**src/rtl/gcp_pkg.sv**
```systemverilog
package gcp_pkg;
    localparam int DATA_W  = 32;
    localparam int BUF_DEPTH = 16;
    localparam int IDX_W   = $clog2(BUF_DEPTH);
    localparam int LEN_W   = IDX_W + 1;
    localparam int STAT_W  = 13;
    localparam int SNOOP_W = 11;

    localparam logic [7:0] OP_IMG_WR = 8'hA0;
    localparam logic [7:0] OP_IMG_RD = 8'hC0;
    localparam logic [7:0] OP_ATTR   = 8'hE1;
    localparam logic [7:0] OP_WMASK  = 8'hE6;

    typedef enum logic [1:0] {
        ST_COLLECT = 2'd0,
        ST_DRAIN   = 2'd1,
        ST_XFER    = 2'd2
    } parse_state_e;

    // Total words in a packet, opcode word included.
    function automatic logic [LEN_W-1:0] total_words(input logic [7:0] op);
        logic [LEN_W-1:0] n;
        unique case (op[7:2])
            6'h08:                      n = LEN_W'(4);
            6'h09:                      n = LEN_W'(7);
            6'h0A:                      n = LEN_W'(5);
            6'h0B, 6'h0D:               n = LEN_W'(9);
            6'h0C:                      n = LEN_W'(6);
            6'h0E:                      n = LEN_W'(8);
            6'h0F:                      n = LEN_W'(12);
            6'h10, 6'h18, 6'h1B,
            6'h1D, 6'h1F:               n = LEN_W'(3);
            6'h12, 6'h13, 6'h14, 6'h19: n = LEN_W'(4);
            6'h16, 6'h17:               n = LEN_W'(5);
            6'h1A, 6'h1C, 6'h1E:        n = LEN_W'(2);
            default: begin
                if (op == 8'h02 || op == OP_IMG_WR || op == OP_IMG_RD)
                    n = LEN_W'(3);
                else if (op == 8'h80)
                    n = LEN_W'(4);
                else
                    n = LEN_W'(1);
            end
        endcase
        return n;
    endfunction
endpackage

```
**src/rtl/gcp_len_lookup.sv**
```systemverilog
module gcp_len_lookup
    import gcp_pkg::*;
(
    input  logic [7:0]       opcode,
    output logic [LEN_W-1:0] words
);
    always_comb begin
        words = total_words(opcode);
    end
endmodule

```
**src/rtl/gcp_status_snoop.sv**
```systemverilog
module gcp_status_snoop
    import gcp_pkg::*;
(
    input  logic               clk,
    input  logic               rst_n,
    input  logic               acc,
    input  logic [IDX_W-1:0]   idx,
    input  logic [7:0]         opcode,
    input  logic [SNOOP_W-1:0] word,
    output logic [STAT_W-1:0]  status
);
    logic [STAT_W-1:0] stat_d, stat_q;

    always_comb begin
        stat_d = stat_q;
        if (acc) begin
            if (idx == '0 && opcode == OP_ATTR)
                stat_d[10:0] = word[10:0];
            if (idx == '0 && opcode == OP_WMASK)
                stat_d[12:11] = word[1:0];
            if ((opcode & 8'hF4) == 8'h24 && idx == IDX_W'(4))
                stat_d[8:0] = word[8:0];
            if ((opcode & 8'hF4) == 8'h34 && idx == IDX_W'(5))
                stat_d[8:0] = word[8:0];
        end
    end

    always_ff @(posedge clk) begin
        if (!rst_n) stat_q <= '0;
        else        stat_q <= stat_d;
    end

    assign status = stat_q;


    no_idle_change_chk: assert property (@(posedge clk) disable iff (!rst_n)
        !acc |=> $stable(status));
endmodule

```
**src/rtl/gcp_pkt_store.sv**
```systemverilog
module gcp_pkt_store
    import gcp_pkg::*;
(
    input  logic              clk,
    input  logic              we,
    input  logic [IDX_W-1:0]  waddr,
    input  logic [DATA_W-1:0] wdata,
    input  logic [IDX_W-1:0]  raddr,
    output logic [DATA_W-1:0] rdata
);
    logic [DATA_W-1:0] mem_q [BUF_DEPTH];

    always_ff @(posedge clk) begin
        if (we) mem_q[waddr] <= wdata;
    end

    assign rdata = mem_q[raddr];
endmodule

```
**src/rtl/gfx_cmd_parser.sv**
```systemverilog
module gfx_cmd_parser
    import gcp_pkg::*;
(
    input  logic              clk,
    input  logic              rst_n,
    input  logic              in_valid,
    output logic              in_ready,
    input  logic [DATA_W-1:0] in_data,
    output logic              pkt_valid,
    input  logic              pkt_ready,
    output logic [DATA_W-1:0] pkt_data,
    output logic              pkt_last,
    output logic [STAT_W-1:0] status,
    output logic              xfer_start,
    output logic              xfer_read,
    output logic [DATA_W-1:0] xfer_pos,
    output logic [DATA_W-1:0] xfer_size,
    output logic              xfer_wvalid,
    output logic [DATA_W-1:0] xfer_wdata,
    input  logic              xfer_done
);
    typedef struct packed {
        parse_state_e      state;
        logic [IDX_W-1:0]  cnt;
        logic [LEN_W-1:0]  len;
        logic [7:0]        op;
        logic [IDX_W-1:0]  rd;
        logic              xstart;
        logic              xread;
        logic [DATA_W-1:0] pos;
        logic [DATA_W-1:0] size;
    } parse_regs_t;

    parse_regs_t r_d, r_q;

    logic             acc_cmd;
    logic [7:0]       op_eff;
    logic [LEN_W-1:0] lut_len;
    logic [LEN_W-1:0] len_eff;
    logic             complete;
    logic             is_img;
    logic             at_last;

    assign acc_cmd  = (r_q.state == ST_COLLECT) && in_valid;
    assign op_eff   = (r_q.cnt == '0) ? in_data[31:24] : r_q.op;

    gcp_len_lookup u_len (
        .opcode (in_data[31:24]),
        .words  (lut_len)
    );

    assign len_eff  = (r_q.cnt == '0) ? lut_len : r_q.len;
    assign complete = acc_cmd && (({1'b0, r_q.cnt} + LEN_W'(1)) == len_eff);
    assign is_img   = (op_eff == OP_IMG_WR) || (op_eff == OP_IMG_RD);
    assign at_last  = ({1'b0, r_q.rd} == (r_q.len - LEN_W'(1)));

    always_comb begin
        r_d        = r_q;
        r_d.xstart = 1'b0;
        unique case (r_q.state)
            ST_COLLECT: begin
                if (in_valid) begin
                    r_d.cnt = r_q.cnt + IDX_W'(1);
                    r_d.op  = op_eff;
                    r_d.len = len_eff;
                    if (r_q.cnt == IDX_W'(1) && is_img)
                        r_d.pos = in_data;
                    if (complete) begin
                        r_d.cnt = '0;
                        r_d.rd  = '0;
                        if (is_img) begin
                            r_d.size   = in_data;
                            r_d.xstart = 1'b1;
                            r_d.xread  = (op_eff == OP_IMG_RD);
                            r_d.state  = (op_eff == OP_IMG_WR) ? ST_XFER : ST_COLLECT;
                        end else begin
                            r_d.state = ST_DRAIN;
                        end
                    end
                end
            end
            ST_DRAIN: begin
                if (pkt_ready) begin
                    if (at_last) begin
                        r_d.rd    = '0;
                        r_d.state = ST_COLLECT;
                    end else begin
                        r_d.rd = r_q.rd + IDX_W'(1);
                    end
                end
            end
            ST_XFER: begin
                if (xfer_done) r_d.state = ST_COLLECT;
            end
            default: r_d.state = ST_COLLECT;
        endcase
    end

    always_ff @(posedge clk) begin
        if (!rst_n) begin
            r_q       <= '0;
            r_q.state <= ST_COLLECT;
        end else begin
            r_q <= r_d;
        end
    end

    gcp_pkt_store u_store (
        .clk   (clk),
        .we    (acc_cmd),
        .waddr (r_q.cnt),
        .wdata (in_data),
        .raddr (r_q.rd),
        .rdata (pkt_data)
    );

    gcp_status_snoop u_snoop (
        .clk    (clk),
        .rst_n  (rst_n),
        .acc    (acc_cmd),
        .idx    (r_q.cnt),
        .opcode (op_eff),
        .word   (in_data[SNOOP_W-1:0]),
        .status (status)
    );

    assign in_ready    = (r_q.state != ST_DRAIN);
    assign pkt_valid   = (r_q.state == ST_DRAIN);
    assign pkt_last    = pkt_valid && at_last;
    assign xfer_start  = r_q.xstart;
    assign xfer_read   = r_q.xread;
    assign xfer_pos    = r_q.pos;
    assign xfer_size   = r_q.size;
    assign xfer_wvalid = (r_q.state == ST_XFER) && in_valid;
    assign xfer_wdata  = in_data;


    hold_on_stall_chk: assert property (@(posedge clk) disable iff (!rst_n)
        pkt_valid && !pkt_ready |=> pkt_valid && $stable(pkt_data) && $stable(pkt_last));

    no_accept_in_drain_chk: assert property (@(posedge clk) disable iff (!rst_n)
        pkt_valid |-> !in_ready);

    start_pulse_chk: assert property (@(posedge clk) disable iff (!rst_n)
        xfer_start |=> !xfer_start);

    xfer_excl_chk: assert property (@(posedge clk) disable iff (!rst_n)
        xfer_wvalid |-> !pkt_valid);

    last_needs_valid_chk: assert property (@(posedge clk) disable iff (!rst_n)
        pkt_last |-> pkt_valid);
endmodule

```
**config.mk**
```make
export PLATFORM = sky130hd
export DESIGN_NAME = gfx_cmd_parser
export DESIGN_NICKNAME = d
export VERILOG_FILES = /design/src/rtl/gcp_pkg.sv /design/src/rtl/gcp_len_lookup.sv /design/src/rtl/gcp_status_snoop.sv /design/src/rtl/gcp_pkt_store.sv /design/src/rtl/gfx_cmd_parser.sv
export SDC_FILE = /design/constraint.sdc
export NUM_CORES = 1
export LEC_CHECK = 0
export ABC_CLOCK_PERIOD_IN_PS = 7800
export BUFFER_PORTS_ARGS = -buffer_cell sky130_fd_sc_hd__clkbuf_2
export CORE_ASPECT_RATIO = 1.4
export CORE_MARGIN = 1.5
export CORE_UTILIZATION = 64
export DETAILED_ROUTE_END_ITERATION = 7
export PLACE_DENSITY_LB_ADDON = 0.12
export SYNTH_ARGS = -nofsm -noshare
export SYNTH_HDL_FRONTEND = slang
export SYNTH_SLANG_ARGS = --single-unit
export TNS_END_PERCENT = 1
```
**constraint.sdc**
```tcl
create_clock -name clk -period 7.8 [get_ports clk]
set_input_delay 0.78 -clock clk [delete_from_list [all_inputs] [get_ports clk]]
set_output_delay 0.78 -clock clk [all_outputs]
set_load 0.02 [all_outputs]
```
=== After elaboration in Yosys (flattened, before gate mapping) ===
Memory sizes are Yosys's and may differ from the RTL's. A register that Yosys moved wholly into a read port is not among the register bits.
Index checks and enable logic that the tools add are counted.

* Register bits after elaboration: 102
* RAM bits: 512
* Input port bits: 37
* Logic and storage cells: 120
* Memories kept: 1

{| class="wikitable"
|+ Memory list
! name !! depth !! width !! rd ports !! clocked after memory_dff !! write ports !! line !! RTL
|-
| u_store.mem_q || 16 || 32 || 1 || 1 || 1 || gcp_pkt_store.sv:11 || <nowiki>logic [DATA_W-1:0] mem_q [BUF_DEPTH];</nowiki>
|}

* Add/sub/neg operators: 4
* Equality and inequality tests: 45
* Mux-type cells: 28
* Reductions and logical operators: 30

{| class="wikitable"
|+ Operator list
! kind !! number
|-
| two-way mux 32 bit || 3
|-
| two-way mux 89 bit || 1
|-
| equality test 6 x 5 -> 1 bit (second input constant) || 14
|-
| equality test 8 bit (second input constant) || 7
|-
| equality test 6 x 4 -> 1 bit (second input constant) || 8
|-
| case mux 5 bit (9 select lines) || 1
|-
| two-way mux 9 bit || 3
|-
| two-way mux 4 bit || 4
|-
| two-way mux 2 bit || 6
|-
| two-way mux 6 bit || 2
|-
| AND reduction 4 bit || 3
|-
| equality test 5 x 3 -> 1 bit (second input constant) || 2
|-
| two-way mux 5 bit || 2
|-
| OR reduction 5 bit || 2
|-
| logical AND 1 bit || 9
|-
| adder 4 x 1 -> 4 bit (second input constant) || 2
|-
| equality test 4 x 3 -> 1 bit (second input constant) || 2
|-
| equality test 8 x 2 -> 1 bit (second input constant) || 1
|-
| two-way mux 8 bit || 1
|-
| case mux 4 bit (2 select lines) || 1
|-
| AND reduction 2 bit || 4
|-
| inequality test 2 x 1 -> 1 bit (second input constant) || 3
|-
| inequality test 2 bit (second input constant) || 3
|-
| case mux 2 bit (3 select lines) || 1
|-
| 18 further kinds || 22
|}

=== Depth between registers and ports, before layout ===
Gate-level depths: netlist (run 1).

* Word-level depth: 13
* Depth in mapped cells: 12
* Gate-level depth less buffers: 9

=== Hierarchy ===
A second synthesis (run 1) with hierarchy kept.

* Cell total of the unflattened synthesis: 1,504
* Area total of the unflattened synthesis: 24,835.1 sq um

{| class="wikitable"
|+ By module, submodules not included
! module !! instances !! cells an instance !! area each (sq um) !! sequential area each (sq um)
|-
| gcp_pkt_store || 1 || 806 || 19,194.7 || 15,374.7
|-
| gfx_cmd_parser || 1 || 589 || 4,754.6 || 1,781.7
|-
| gcp_status_snoop || 1 || 65 || 593.1 || 260.2
|-
| gcp_len_lookup || 1 || 44 || 292.8 || 0.0
|}

=== Worst setup path after synthesis (run 1) ===
Ideal clock, no wire load.

* Kind: input port to flip-flop
* From: input port in_valid
* To: register r_q (netlist bit xfer_pos[28])
* Setup time: 70 ps
* Data arrival time: 4,515 ps
* Required time: 7,730 ps
* Slack: 3,214 ps
* Stages on the path: 9
* Cells stage by stage: and2_1 > clkbuf_1 > nand2_1 > nor3_1 > and2_1 > clkbuf_1 > clkbuf_1 > nand2_1 > a21oi_1

* Cells in the longest elaborated chain, start to end: 1

{| class="wikitable"
|+ RTL lines
! item !! line !! RTL
|-
| start, declared || gfx_cmd_parser.sv:6 || <nowiki>input logic in_valid,</nowiki>
|-
| AND reduction 3 bit (no source line) || -- ||
|-
| end signal, assigned || gfx_cmd_parser.sv:104 || <nowiki>r_q <= r_d;</nowiki>
|-
| end, declared || gfx_cmd_parser.sv:34 || <nowiki>parse_regs_t r_d, r_q;</nowiki>
|}

No other way between the ends.
A chain may end at the register's enable or synchronous reset.

==> flow_results.xml, run 1 <==
<?xml version="1.0" encoding="UTF-8"?>
<metrics>
  <group name="floorplanning">
    <metric name="initial_core_util" unit="%">64.6</metric>
    <metric name="pin_count" unit="">184</metric>
    <metric name="rows" unit="">85</metric>
    <metric name="chipHeight" unit="um">236</metric>
    <metric name="floorplan.core_area" unit="um2">38300</metric>
    <metric name="horiz_die_dim" unit="um">169</metric>
    <metric name="die_area" unit="um2">39900</metric>
  </group>
  <group name="worst_setup_path">
    <metric name="cpMaxStageDelayCell" unit="">dfxtp_4</metric>
    <metric name="critical_path_peak_fanout" unit="">66</metric>
    <metric name="cp-end-kind" unit="">output pin</metric>
    <metric name="startpoint_type" unit="">register</metric>
    <metric name="worstPathArrival" unit="ns">3.66</metric>
    <metric name="ff2ff_setup_slack" unit="ns">3.98</metric>
    <metric name="crit_path_cell_trace" unit="">buf_4 &gt; mux4_2 &gt; mux4_2 &gt; clkbuf_2</metric>
    <metric name="worst_path_largest_cell_delay" unit="ns">1.01</metric>
    <metric name="crit-reg2reg-capture" unit="">xfer_size[29]</metric>
    <metric name="worstRegToRegCells" unit="">9</metric>
    <metric name="ff_to_ff_start" unit="">r_q[83]</metric>
    <metric name="worst_ep_required_time" unit="ns">7.02</metric>
    <metric name="timing_worst_setup_path_type" unit="">register to output pin</metric>
    <metric name="crit_top_cell" unit="">mux4_2</metric>
  </group>
  <group name="detailed_routing">
    <metric name="drt_pre_antenna_iters" unit="">5</metric>
    <metric name="first_iter_violations" unit="">1153</metric>
    <metric name="route.detailed.drc" unit="">0</metric>
    <metric name="wl" unit="mm">55.5</metric>
    <metric name="via_count" unit="">13300</metric>
    <metric name="postRouteAntennaNets" unit="">0</metric>
    <metric name="via_per_inst" unit="">6.50</metric>
    <metric name="route.detailed.wl_per_inst" unit="um">27.2</metric>
  </group>
  <group name="yosys">
    <metric name="synth_compound_area_share" unit="%">3.84</metric>
    <metric name="number_of_flops_mapped_to_enable_cells_by_yosys" unit="">512</metric>
    <metric name="ys_dominant_reg_cell" unit="">edfxtp_1</metric>
    <metric name="synthesis.area" unit="um2">24700</metric>
    <metric name="synth_nets" unit="">1474</metric>
    <metric name="synth_largest_type_area_fraction" unit="%">62.1</metric>
    <metric name="synth_fa_ha_area_share" unit="%">0.303</metric>
    <metric name="yosys.area_share.xor_xnor" unit="%">0.354</metric>
    <metric name="post-synth-top-area-cell" unit="">edfxtp_1</metric>
    <metric name="synth_top_family_by_area" unit="">multiplexers</metric>
    <metric name="synth_top_cells_by_area" unit="">edfxtp_1, mux4_2, dfxtp_1</metric>
    <metric name="syn_area_per_cell" unit="um2">17.3</metric>
    <metric name="synth_cells" unit="">1431</metric>
    <metric name="post_synth_and_or_nand_nor_area_fraction" unit="%">4.96</metric>
    <metric name="synth_mux_area_share" unit="%">15.5</metric>
    <metric name="async_flop_share" unit="%">0</metric>
    <metric name="synth_seq_area_share" unit="%">70.7</metric>
    <metric name="synth.lib_cells_used.distinct" unit="">58</metric>
    <metric name="yosysWarnings" unit="">0</metric>
    <metric name="ys_ff_latch" unit="">618</metric>
  </group>
  <group name="clock_network">
    <metric name="htreeDepth" unit="">2</metric>
    <metric name="cts_tree" unit="">done</metric>
    <metric name="ctsRootBufferMaster" unit="">clkbuf_16</metric>
    <metric name="cts.reportedPaths.clkPinSlew" unit="ns">0.07</metric>
    <metric name="clock-sinks" unit="">618</metric>
    <metric name="clk_path_buf_depth" unit="">3</metric>
    <metric name="post_cts_resized" unit="">0</metric>
    <metric name="post_cts_buffers" unit="">0</metric>
    <metric name="number_of_clock_buffers_inserted_by_tritoncts" unit="">54</metric>
    <metric name="ctsHoldBuffers" unit="">0</metric>
    <metric name="clkLatencyLatePin" unit="ns">0.60</metric>
  </group>
  <group name="power">
    <metric name="internal_dissipation" unit="uW">5510</metric>
    <metric name="cellPowerDensity" unit="nW/um2">267</metric>
    <metric name="sequentialPowerShare" unit="%">50.9</metric>
    <metric name="total_leakage_power" unit="uW">0.00889</metric>
    <metric name="clock_power_share" unit="%">36.4</metric>
    <metric name="switching_share" unit="%">24.3</metric>
    <metric name="pwr-share-comb" unit="%">12.8</metric>
    <metric name="power.net_switching" unit="uW">1770</metric>
    <metric name="total_design_power" unit="uW">7280</metric>
    <metric name="ir_worst_vdd" unit="uV">177</metric>
  </group>
  <group name="sta">
    <metric name="skew" unit="ns">0.0303</metric>
    <metric name="final-setup-viol-count" unit="">0</metric>
    <metric name="share_of_the_clock_period_used_by_the_worst_path_after_layout" unit="%">57.0</metric>
    <metric name="grt_setup_unrepaired" unit="">false</metric>
    <metric name="slew_headroom" unit="%">14.9</metric>
    <metric name="final-max-slew-violation-count" unit="">0</metric>
    <metric name="final_hold_violation_count" unit="">0</metric>
    <metric name="layout_min_cycle_time" unit="ns">4.44</metric>
    <metric name="maxClockFrequency" unit="GHz">0.225</metric>
    <metric name="worst-slew-pin-transition" unit="ns">1.28</metric>
    <metric name="tns" unit="ns">0</metric>
  </group>
  <group name="min_path">
    <metric name="timing.hold.worst_path_depth" unit="">3</metric>
    <metric name="hold_class" unit="">input port to register</metric>
    <metric name="worst_hold_startpoint" unit="">in_valid</metric>
    <metric name="hold_path_end" unit="">xfer_start</metric>
  </group>
  <group name="placement">
    <metric name="place.detailed.hpwl" unit="mm">29.3</metric>
    <metric name="cell_count_after_placement" unit="">1937</metric>
    <metric name="port_buffers" unit="">183</metric>
    <metric name="gp_congestion" unit="">0.868</metric>
  </group>
  <group name="cells_and_area">
    <metric name="area_growth_syn_to_layout" unit="%">10.3</metric>
    <metric name="post_route_cells_drive_above_1_share" unit="%">31.0</metric>
    <metric name="fill_cells" unit="">2370</metric>
    <metric name="multi_input_comb_area" unit="um2">6270</metric>
    <metric name="area.sequential" unit="um2">17500</metric>
    <metric name="top_library_cells_by_usage_in_the_layout_fill_and_taps_aside" unit="">edfxtp_1, clkbuf_2, mux4_2, nand2_1, dfxtp_1</metric>
    <metric name="antenna_cells_inserted" unit="">0</metric>
    <metric name="num-nets-final" unit="">1558</metric>
    <metric name="layout_commonest_cell" unit="">edfxtp_1</metric>
    <metric name="post_layout_nonfiller_instances" unit="">2039</metric>
  </group>
  <group name="global_route">
    <metric name="first_pass_grt_wire_length" unit="mm">82.9</metric>
    <metric name="vias_in_the_first_global_route" unit="">13600</metric>
    <metric name="grt_start_max_net_pins" unit="">129</metric>
    <metric name="number_of_antenna_violations_at_the_first_check_in_global_routing" unit="">0</metric>
    <metric name="overflow" unit="">0</metric>
    <metric name="gr-usage-all-layers" unit="%">28.5</metric>
  </group>
  <group name="outcome">
    <metric name="outcome" unit="">completed</metric>
  </group>
  <group name="flow_run">
    <metric name="drv_cap" unit="">0</metric>
  </group>
</metrics>
==> cell usage after synthesis (3+ instances only) <==
library cell	number
a211oi_1	4
a21oi_1	86
and3_1	3
nand3_1	43
buf_4	96
dfxtp_1	106
nor3_1	14
nor2b_1	4
nand2b_1	7
a22oi_1	4
mux2i_1	20
and2_1	6
nor2_1	45
nand2_1	108
mux4_2	160
clkbuf_1	66
a31oi_1	4
xnor2_1	3
o21ai_0	42
xor2_1	7
buf_1	17
buf_2	4
o31ai_1	4
edfxtp_1	512
or3b_2	3
nor4_1	4
nand4_1	3
inv_1	7
ha_1	6
o311ai_0	6
==> per-layer routing <==
layer	GRT usage [%]	vias to the layer above	wire, um
li1	-	5689	-
met1	38.5	6845	20700
met2	48.2	621	28800
met3	4.20	107	4330
met4	9.60	0	1690
met5	0	-	0
==> sequential cells by signal, indices dropped and copies added, names as in the netlist, named ones only <==
register and cells:
u_store.mem_q 512, xfer_pos 32, xfer_size 32, r_q 23, u_snoop.status 13, xfer_read 1
xfer_start 1
==> layout make-up <==
| type | count | area share [%] |
|---|---|---|
| sequential | 618 | 64.1 |
| timing repair buffer | 211 | 4.17 |
| inverter | 8 | 0.110 |
| clock buffer | 64 | 5.20 |
| tap | 478 | 2.19 |
| clock inverter | 38 | 1.20 |
| multi-input combinational | 622 | 23.0 |
==> metrics by stage <==
step / setup WS, ns / instance area, um2 / util (%) / hold slack [ns]
finish: 3.36 / 27300 / 71.3 / 0.440
global route: 3.23 / 27300 / 71.3 / 0.450
CTS: 3.32 / 27300 / 71.3 / 0.423
detailed placement: 3.61 / 25500 / 66.7 / 0.446
global placement: 3.71 / 25500 / 66.7 / 0.441
floorplan: 3.21 / 24700 / - / 0.431
==> how the worst max path moves through the flow <==
| stage | endpoint | slack (ns) | cells after the start |
|---|---|---|---|
| finish | pkt_data[15] | 3.36 | 4 |
| global route | pkt_data[15] | 3.23 | 4 |
| CTS | pkt_data[15] | 3.32 | 4 |
| detailed placement | xfer_size[18] | 3.61 | 8 |
| global placement | xfer_size[6] | 3.71 | 8 |
| floorplan | xfer_pos[28] | 3.21 | 9 |
==> power groups by stage <==
stage / Clock, uW / Combinational, uW / Sequential (uW)
after floorplan: 0 / 673 / 3750
after global placement: 0 / 921 / 3760
after detailed placement: 0 / 933 / 3770
after CTS: 2660 / 940 / 3700
after global routing: 2790 / 998 / 3700
final: 2650 / 930 / 3700
==> cell families after synthesis <==
| family | count (synthesis) |
|---|---|
| flops | 618 |
| mux | 182 |
| xor+xnor | 10 |
| fa+ha+maj | 6 |
| simple gates | 259 |
| buf+inv | 191 |
| compound gates | 165 |
==> worst max-delay path, delay by kind of cell (launching register included) <==
family | cells | cell delay [ns]
muxes | 2 | 0.96
buffers and inverters | 2 | 1.04
DFF | 1 | 1.01
No activity file was read; power rests on OpenSTA's default activity.
==> inputs of run 2 (changes only) <==
--- a/config.mk
+++ b/config.mk
@@ -5,11 +5,11 @@
 export SDC_FILE = /design/constraint.sdc
 export NUM_CORES = 1
 export LEC_CHECK = 0
-export ABC_CLOCK_PERIOD_IN_PS = 7800
+export ABC_CLOCK_PERIOD_IN_PS = 4300
 export BUFFER_PORTS_ARGS = -buffer_cell sky130_fd_sc_hd__clkbuf_2
 export CORE_ASPECT_RATIO = 1.4
 export CORE_MARGIN = 1.5
-export CORE_UTILIZATION = 64
+export CORE_UTILIZATION = 60
 export DETAILED_ROUTE_END_ITERATION = 7
 export PLACE_DENSITY_LB_ADDON = 0.12
 export SYNTH_ARGS = -nofsm -noshare
==> constraint.sdc (replaced) <==
create_clock -name clk -period 4.3 [get_ports clk]
set_input_delay 0.43 -clock clk [delete_from_list [all_inputs] [get_ports clk]]
set_output_delay 0.43 -clock clk [all_outputs]
set_load 0.02 [all_outputs]
==> run 2 against run 1 <==
  * Flip-flop and latch count did not move
  * Utilization is 3.1 points lower
  * Global-route usage decreased by 2.2 points
  * Critical path type unchanged
==> flow_results.xml, run 2 (synthesis results as in run 1) <==
<?xml version="1.0" encoding="UTF-8"?>
<metrics>
  <group name="worst_setup_path">
    <metric name="ff2ff_setup_slack" unit="ns">0.93</metric>
    <metric name="worstRegToRegCells" unit="">9</metric>
    <metric name="crit-reg2reg-capture" unit="">xfer_pos[6]</metric>
    <metric name="critical_path_peak_fanout" unit="">25</metric>
    <metric name="cp-end-kind" unit="">output pin</metric>
    <metric name="critical_path.endpoint" unit="">pkt_data[15]</metric>
    <metric name="worst_ep_required_time" unit="ns">3.87</metric>
    <metric name="timing_worst_setup_path_type" unit="">register to output pin</metric>
    <metric name="startpoint_type" unit="">register</metric>
    <metric name="worstPathArrival" unit="ns">3.07</metric>
    <metric name="ff_to_ff_start" unit="">r_q[83]</metric>
  </group>
  <group name="clock_network">
    <metric name="post_cts_buffers" unit="">0</metric>
    <metric name="post_cts_resized" unit="">0</metric>
    <metric name="clk_path_buf_depth" unit="">3</metric>
    <metric name="number_of_clock_buffers_inserted_by_tritoncts" unit="">54</metric>
    <metric name="clock-sinks" unit="">618</metric>
    <metric name="clkLatencyLatePin" unit="ns">0.59</metric>
    <metric name="cts.reportedPaths.clkPinSlew" unit="ns">0.07</metric>
    <metric name="cts_tree" unit="">done</metric>
    <metric name="ctsHoldBuffers" unit="">0</metric>
    <metric name="htreeDepth" unit="">2</metric>
    <metric name="ctsRootBufferMaster" unit="">clkbuf_16</metric>
  </group>
  <group name="cells_and_area">
    <metric name="top_library_cells_by_usage_in_the_layout_fill_and_taps_aside" unit="">edfxtp_1, clkbuf_2, mux4_2, nand2_1, dfxtp_1</metric>
    <metric name="post_route_cells_drive_above_1_share" unit="%">31.8</metric>
    <metric name="area_growth_syn_to_layout" unit="%">11.6</metric>
    <metric name="post_layout_nonfiller_instances" unit="">2107</metric>
    <metric name="largest_register_ffs" unit="">512</metric>
    <metric name="layout_commonest_cell" unit="">edfxtp_1</metric>
    <metric name="antenna_cells_inserted" unit="">0</metric>
    <metric name="largest-register" unit="">u_store.mem_q</metric>
    <metric name="layout.cell_area.non_filler" unit="um2">27600</metric>
    <metric name="utilization" unit="%">68.2</metric>
    <metric name="num-nets-final" unit="">1574</metric>
  </group>
  <group name="global_route">
    <metric name="vias_in_the_first_global_route" unit="">13400</metric>
    <metric name="number_of_antenna_violations_at_the_first_check_in_global_routing" unit="">0</metric>
    <metric name="first_pass_grt_wire_length" unit="mm">82.6</metric>
    <metric name="grt_start_max_net_pins" unit="">57</metric>
    <metric name="gr-usage-all-layers" unit="%">26.3</metric>
    <metric name="overflow" unit="">0</metric>
  </group>
  <group name="power">
    <metric name="ir_worst_vdd" unit="uV">347</metric>
    <metric name="cellPowerDensity" unit="nW/um2">483</metric>
    <metric name="total_leakage_power" unit="uW">0.00901</metric>
    <metric name="total_design_power" unit="uW">13300</metric>
  </group>
  <group name="floorplanning">
    <metric name="floorplan.core_area" unit="um2">40500</metric>
    <metric name="rows" unit="">87</metric>
    <metric name="horiz_die_dim" unit="um">175</metric>
    <metric name="pin_count" unit="">184</metric>
    <metric name="chipHeight" unit="um">243</metric>
    <metric name="die_area" unit="um2">42500</metric>
    <metric name="initial_core_util" unit="%">61.1</metric>
  </group>
  <group name="flow_run">
    <metric name="drv_cap" unit="">0</metric>
  </group>
  <group name="sta">
    <metric name="skew" unit="ns">0.0277</metric>
    <metric name="final-setup-viol-count" unit="">0</metric>
    <metric name="maxClockFrequency" unit="GHz">0.286</metric>
    <metric name="tns" unit="ns">0</metric>
    <metric name="final_hold_violation_count" unit="">0</metric>
    <metric name="layout_min_cycle_time" unit="ns">3.50</metric>
    <metric name="slew_headroom" unit="%">46.5</metric>
    <metric name="final-max-slew-violation-count" unit="">0</metric>
    <metric name="share_of_the_clock_period_used_by_the_worst_path_after_layout" unit="%">81.3</metric>
    <metric name="worst-slew-pin-transition" unit="ns">0.802</metric>
    <metric name="grt_setup_unrepaired" unit="">false</metric>
  </group>
  <group name="detailed_routing">
    <metric name="route.detailed.wl_per_inst" unit="um">25.9</metric>
    <metric name="via_per_inst" unit="">6.18</metric>
    <metric name="drt_pre_antenna_iters" unit="">5</metric>
    <metric name="first_iter_violations" unit="">1006</metric>
    <metric name="wl" unit="mm">54.7</metric>
    <metric name="via_count" unit="">13000</metric>
    <metric name="route.detailed.drc" unit="">0</metric>
    <metric name="postRouteAntennaNets" unit="">0</metric>
  </group>
  <group name="outcome">
    <metric name="outcome" unit="">completed</metric>
  </group>
  <group name="placement">
    <metric name="port_buffers" unit="">183</metric>
    <metric name="place.detailed.hpwl" unit="mm">31.3</metric>
    <metric name="gp_congestion" unit="">0.869</metric>
    <metric name="cell_count_after_placement" unit="">2009</metric>
    <metric name="dpl_cell_area" unit="um2">25800</metric>
  </group>
  <group name="min_path">
    <metric name="timing.hold.worst_path_depth" unit="">3</metric>
    <metric name="hold_class" unit="">input port to register</metric>
  </group>
</metrics>
## run 2: worst max-delay path: stages (launching register included)
cell and delay [ns]:
dfxtp_4 0.68, buf_4 0.46, mux4_2 0.56, mux4_2 0.53
clkbuf_2 0.18
## run 2: area by class of cell
type,count,area (um2)
clock inverter,26,317
fill,2720,12900
multi-input combinational,622,6270
clock buffer,72,1490
timing repair buffer,227,1320
inverter,8,30.0
tap,534,668
sequential,618,17500
## run 2: report_power, final
part	internal, uW	switching, uW	leakage [uW]
Sequential	6630	106	0.00548
Combinational	719	961	0.00265
Clock	2810	2110	0.000873
Total	10200	3180	0.00901
## run 2: worst min path at each step
stage | start | endpoint | slack, ns
after floorplan | r_q[70] | r_q[70] | 0.43
after global placement | xfer_pos[10] | xfer_pos[10] | 0.44
after detailed placement | xfer_pos[19] | xfer_pos[19] | 0.45
after CTS | in_valid | xfer_start | 0.11
after global routing | in_valid | xfer_start | 0.14
final | in_valid | xfer_start | 0.13
## run 2: metal layers
| layer | vias to the layer above | global-route usage, % | part of all wire (%) |
|---|---|---|---|
| met5 | - | 0 | 0 |
| met4 | 0 | 8.12 | 2.7 |
| met3 | 87 | 3.20 | 5.7 |
| met2 | 486 | 45.4 | 52 |
| met1 | 6734 | 35.5 | 40 |
| li1 | 5707 | - | - |
## run 2: per-stage QoR
step	setup slack (ns)	hold slack [ns]
floorplan	0.0208	0.431
CTS	0.718	0.113
global placement	1.03	0.443
finish	0.802	0.129
global route	0.657	0.140
detailed placement	0.963	0.451
==> inputs of run 3 (changes only) <==
--- a/config.mk
+++ b/config.mk
@@ -5,7 +5,7 @@
 export SDC_FILE = /design/constraint.sdc
 export NUM_CORES = 1
 export LEC_CHECK = 0
-export ABC_CLOCK_PERIOD_IN_PS = 4300
+export ABC_CLOCK_PERIOD_IN_PS = 3320
 export BUFFER_PORTS_ARGS = -buffer_cell sky130_fd_sc_hd__clkbuf_2
 export CORE_ASPECT_RATIO = 1.4
 export CORE_MARGIN = 1.5
==> constraint.sdc (replaced) <==
create_clock -name clk -period 3.32 [get_ports clk]
set_input_delay 0.332 -clock clk [delete_from_list [all_inputs] [get_ports clk]]
set_output_delay 0.332 -clock clk [all_outputs]
set_load 0.02 [all_outputs]
==> run 3 against run 2 <==
  * Combinational power grew 36%
  * Register-to-register slack lost 0.58 ns
  * Die area is the same
  * First-iteration DRC count grew 18%
  * Clock power grew 30%
  * Cell count grew 0.76%
  * Non-clock buffer count grew 16
  * Clock skew shrank 0.0098 ns
==> flow_results.xml, run 3 (synthesis results as in run 1) <==
<?xml version="1.0" encoding="UTF-8"?>
<metrics>
  <group name="global_route">
    <metric name="first_pass_grt_wire_length" unit="mm">83.9</metric>
    <metric name="vias_in_the_first_global_route" unit="">13400</metric>
    <metric name="overflow" unit="">0</metric>
    <metric name="gr-usage-all-layers" unit="%">26.9</metric>
    <metric name="grt_start_max_net_pins" unit="">60</metric>
    <metric name="number_of_antenna_violations_at_the_first_check_in_global_routing" unit="">2</metric>
  </group>
  <group name="clock_network">
    <metric name="htreeDepth" unit="">2</metric>
    <metric name="clock-sinks" unit="">618</metric>
    <metric name="clkLatencyLatePin" unit="ns">0.60</metric>
    <metric name="ctsRootBufferMaster" unit="">clkbuf_16</metric>
    <metric name="post_cts_buffers" unit="">0</metric>
    <metric name="clk_path_buf_depth" unit="">3</metric>
    <metric name="cts.reportedPaths.clkPinSlew" unit="ns">0.07</metric>
    <metric name="number_of_clock_buffers_inserted_by_tritoncts" unit="">55</metric>
    <metric name="cts_tree" unit="">done</metric>
  </group>
  <group name="min_path">
    <metric name="hold_path_end" unit="">xfer_start</metric>
    <metric name="hold_class" unit="">input port to register</metric>
    <metric name="timing.hold.worst_path_depth" unit="">3</metric>
    <metric name="worst_hold_startpoint" unit="">rst_n</metric>
  </group>
  <group name="detailed_routing">
    <metric name="route.detailed.wl_per_inst" unit="um">26.4</metric>
    <metric name="first_iter_violations" unit="">1190</metric>
    <metric name="drt_pre_antenna_iters" unit="">6</metric>
    <metric name="wl" unit="mm">56.1</metric>
    <metric name="via_per_inst" unit="">6.26</metric>
    <metric name="route.detailed.drc" unit="">0</metric>
    <metric name="via_count" unit="">13300</metric>
    <metric name="postRouteAntennaNets" unit="">0</metric>
  </group>
  <group name="cells_and_area">
    <metric name="fill_cells" unit="">2669</metric>
    <metric name="largest_register_ffs" unit="">512</metric>
    <metric name="largest-register" unit="">u_store.mem_q</metric>
    <metric name="area_growth_syn_to_layout" unit="%">12.5</metric>
    <metric name="utilization" unit="%">68.8</metric>
    <metric name="antenna_cells_inserted" unit="">0</metric>
    <metric name="post_route_cells_drive_above_1_share" unit="%">32.7</metric>
    <metric name="layout_commonest_cell" unit="">edfxtp_1</metric>
    <metric name="top_library_cells_by_usage_in_the_layout_fill_and_taps_aside" unit="">edfxtp_1, clkbuf_2, mux4_2, nand2_1, dfxtp_1</metric>
    <metric name="num-nets-final" unit="">1591</metric>
  </group>
  <group name="worst_setup_path">
    <metric name="cp-end-kind" unit="">output pin</metric>
    <metric name="crit-reg2reg-capture" unit="">r_q[88]</metric>
    <metric name="critical_path_peak_fanout" unit="">34</metric>
    <metric name="ff_to_ff_start" unit="">r_q[84]</metric>
    <metric name="timing_worst_setup_path_type" unit="">register to output pin</metric>
    <metric name="startpoint_type" unit="">register</metric>
    <metric name="worstPathArrival" unit="ns">2.79</metric>
    <metric name="worst_ep_required_time" unit="ns">2.99</metric>
    <metric name="ff2ff_setup_slack" unit="ns">0.35</metric>
    <metric name="worstRegToRegCells" unit="">9</metric>
  </group>
  <group name="sta">
    <metric name="final-setup-viol-count" unit="">0</metric>
    <metric name="worst-slew-pin-transition" unit="ns">0.833</metric>
    <metric name="share_of_the_clock_period_used_by_the_worst_path_after_layout" unit="%">94.0</metric>
    <metric name="final_hold_violation_count" unit="">0</metric>
    <metric name="setup_ws" unit="ns">0.198</metric>
    <metric name="layout_min_cycle_time" unit="ns">3.12</metric>
    <metric name="final-max-slew-violation-count" unit="">0</metric>
    <metric name="whs" unit="ns">0.0253</metric>
    <metric name="tns" unit="ns">0</metric>
    <metric name="grt_setup_unrepaired" unit="">false</metric>
    <metric name="skew" unit="ns">0.0178</metric>
    <metric name="maxClockFrequency" unit="GHz">0.320</metric>
    <metric name="slew_headroom" unit="%">44.4</metric>
  </group>
  <group name="placement">
    <metric name="gp_congestion" unit="">0.919</metric>
    <metric name="port_buffers" unit="">183</metric>
    <metric name="place.detailed.hpwl" unit="mm">31.8</metric>
    <metric name="pre_cts_ws" unit="ns">0.340</metric>
  </group>
  <group name="power">
    <metric name="sequentialPowerShare" unit="%">50.0</metric>
    <metric name="total_design_power" unit="uW">17400</metric>
    <metric name="switching_share" unit="%">24.0</metric>
    <metric name="pwr-share-comb" unit="%">13.1</metric>
    <metric name="cellPowerDensity" unit="nW/um2">625</metric>
    <metric name="ir_worst_vdd" unit="uV">479</metric>
    <metric name="clock_power_share" unit="%">36.9</metric>
    <metric name="internal_dissipation" unit="uW">13200</metric>
    <metric name="power.net_switching" unit="uW">4170</metric>
    <metric name="total_leakage_power" unit="uW">0.00911</metric>
  </group>
  <group name="floorplanning">
    <metric name="rows" unit="">87</metric>
    <metric name="chipHeight" unit="um">243</metric>
    <metric name="horiz_die_dim" unit="um">175</metric>
    <metric name="die_area" unit="um2">42500</metric>
    <metric name="pin_count" unit="">184</metric>
    <metric name="initial_core_util" unit="%">61.1</metric>
    <metric name="floorplan.core_area" unit="um2">40500</metric>
  </group>
  <group name="flow_run">
    <metric name="drv_cap" unit="">0</metric>
  </group>
  <group name="outcome">
    <metric name="outcome" unit="">completed</metric>
  </group>
</metrics>
## run 3: cell types whose count changed in the layout (fill, tap and decap cells not counted)
cell	delta
clkinv_8	-1
buf_12	+7
clkinvlp_4	+3
nor3_4	+1
buf_6	+1
clkbuf_16	+2
buf_4	+8
clkinv_2	+2
clkinv_4	-1
clkbuf_8	-2
nor3_2	-1
clkbuf_1	-3
## run 3: power groups by stage
stage               Sequential, uW  Clock, uW  Combinational (uW)
floorplan                     8810          0                1580
global placement              8860          0                2270
detailed placement            8870          0                2290
CTS                           8710       6510                2300
global route                  8720       6810                2440
finish                        8700       6420                2280
## run 3: how the worst max path moves through the flow
| stage | startpoint | endpoint | slack (ns) | cells past startpoint |
|---|---|---|---|---|
| 6_report | register | pkt_data[26] | 0.20 | 4 |
| 3_3_place_gp | in_data[26] | r_q[88] | 0.36 | 9 |
| 4_1_cts | register | pkt_data[13] | 0.08 | 4 |
| 5_1_grt | register | pkt_data[30] | 0.06 | 4 |
| 2_1_floorplan | r_q[83] | u_store.mem_q[3][0] | -0.44 | 4 |
| 3_5_place_dp | in_data[26] | r_q[88] | 0.34 | 9 |
## run 3: through the flow
step | cells | area [um2]
after global placement | 2025 | 26000
after global routing | 2123 | 27800
after floorplan | 1431 | 24800
after detailed placement | 2025 | 26000
after CTS | 2123 | 27800
final | 2123 | 27800
## run 3: cell type report
class                   instances  area [um2]  area share (%)
flip-flops and latches        618       17500            62.9
multi-input cells             622        6280            22.5
repair buffers                243        1530            5.51
clock buffers                  69        1500            5.39
well taps                     534         668            2.40
clock inverters                29         324            1.16
inverters                       8        30.0           0.108
## run 3: routing by layer
layer | GRT usage, % | part of all wire, %
met5 | 0 | 0
met4 | 7.62 | 2.4
met3 | 3.54 | 5.9
met2 | 45.2 | 51
met1 | 37.5 | 40
## run 3: critical path, stage by stage (launching register included)
cell,delay [ns]
dfxtp_4,0.55
buf_12,0.31
mux4_2,0.57
mux4_2,0.53
clkbuf_2,0.18
## run 3: what timing repair did
action,CTS,global route
hold buffers,0,0
setup endpoints to repair,0,1
resized for setup,0,1
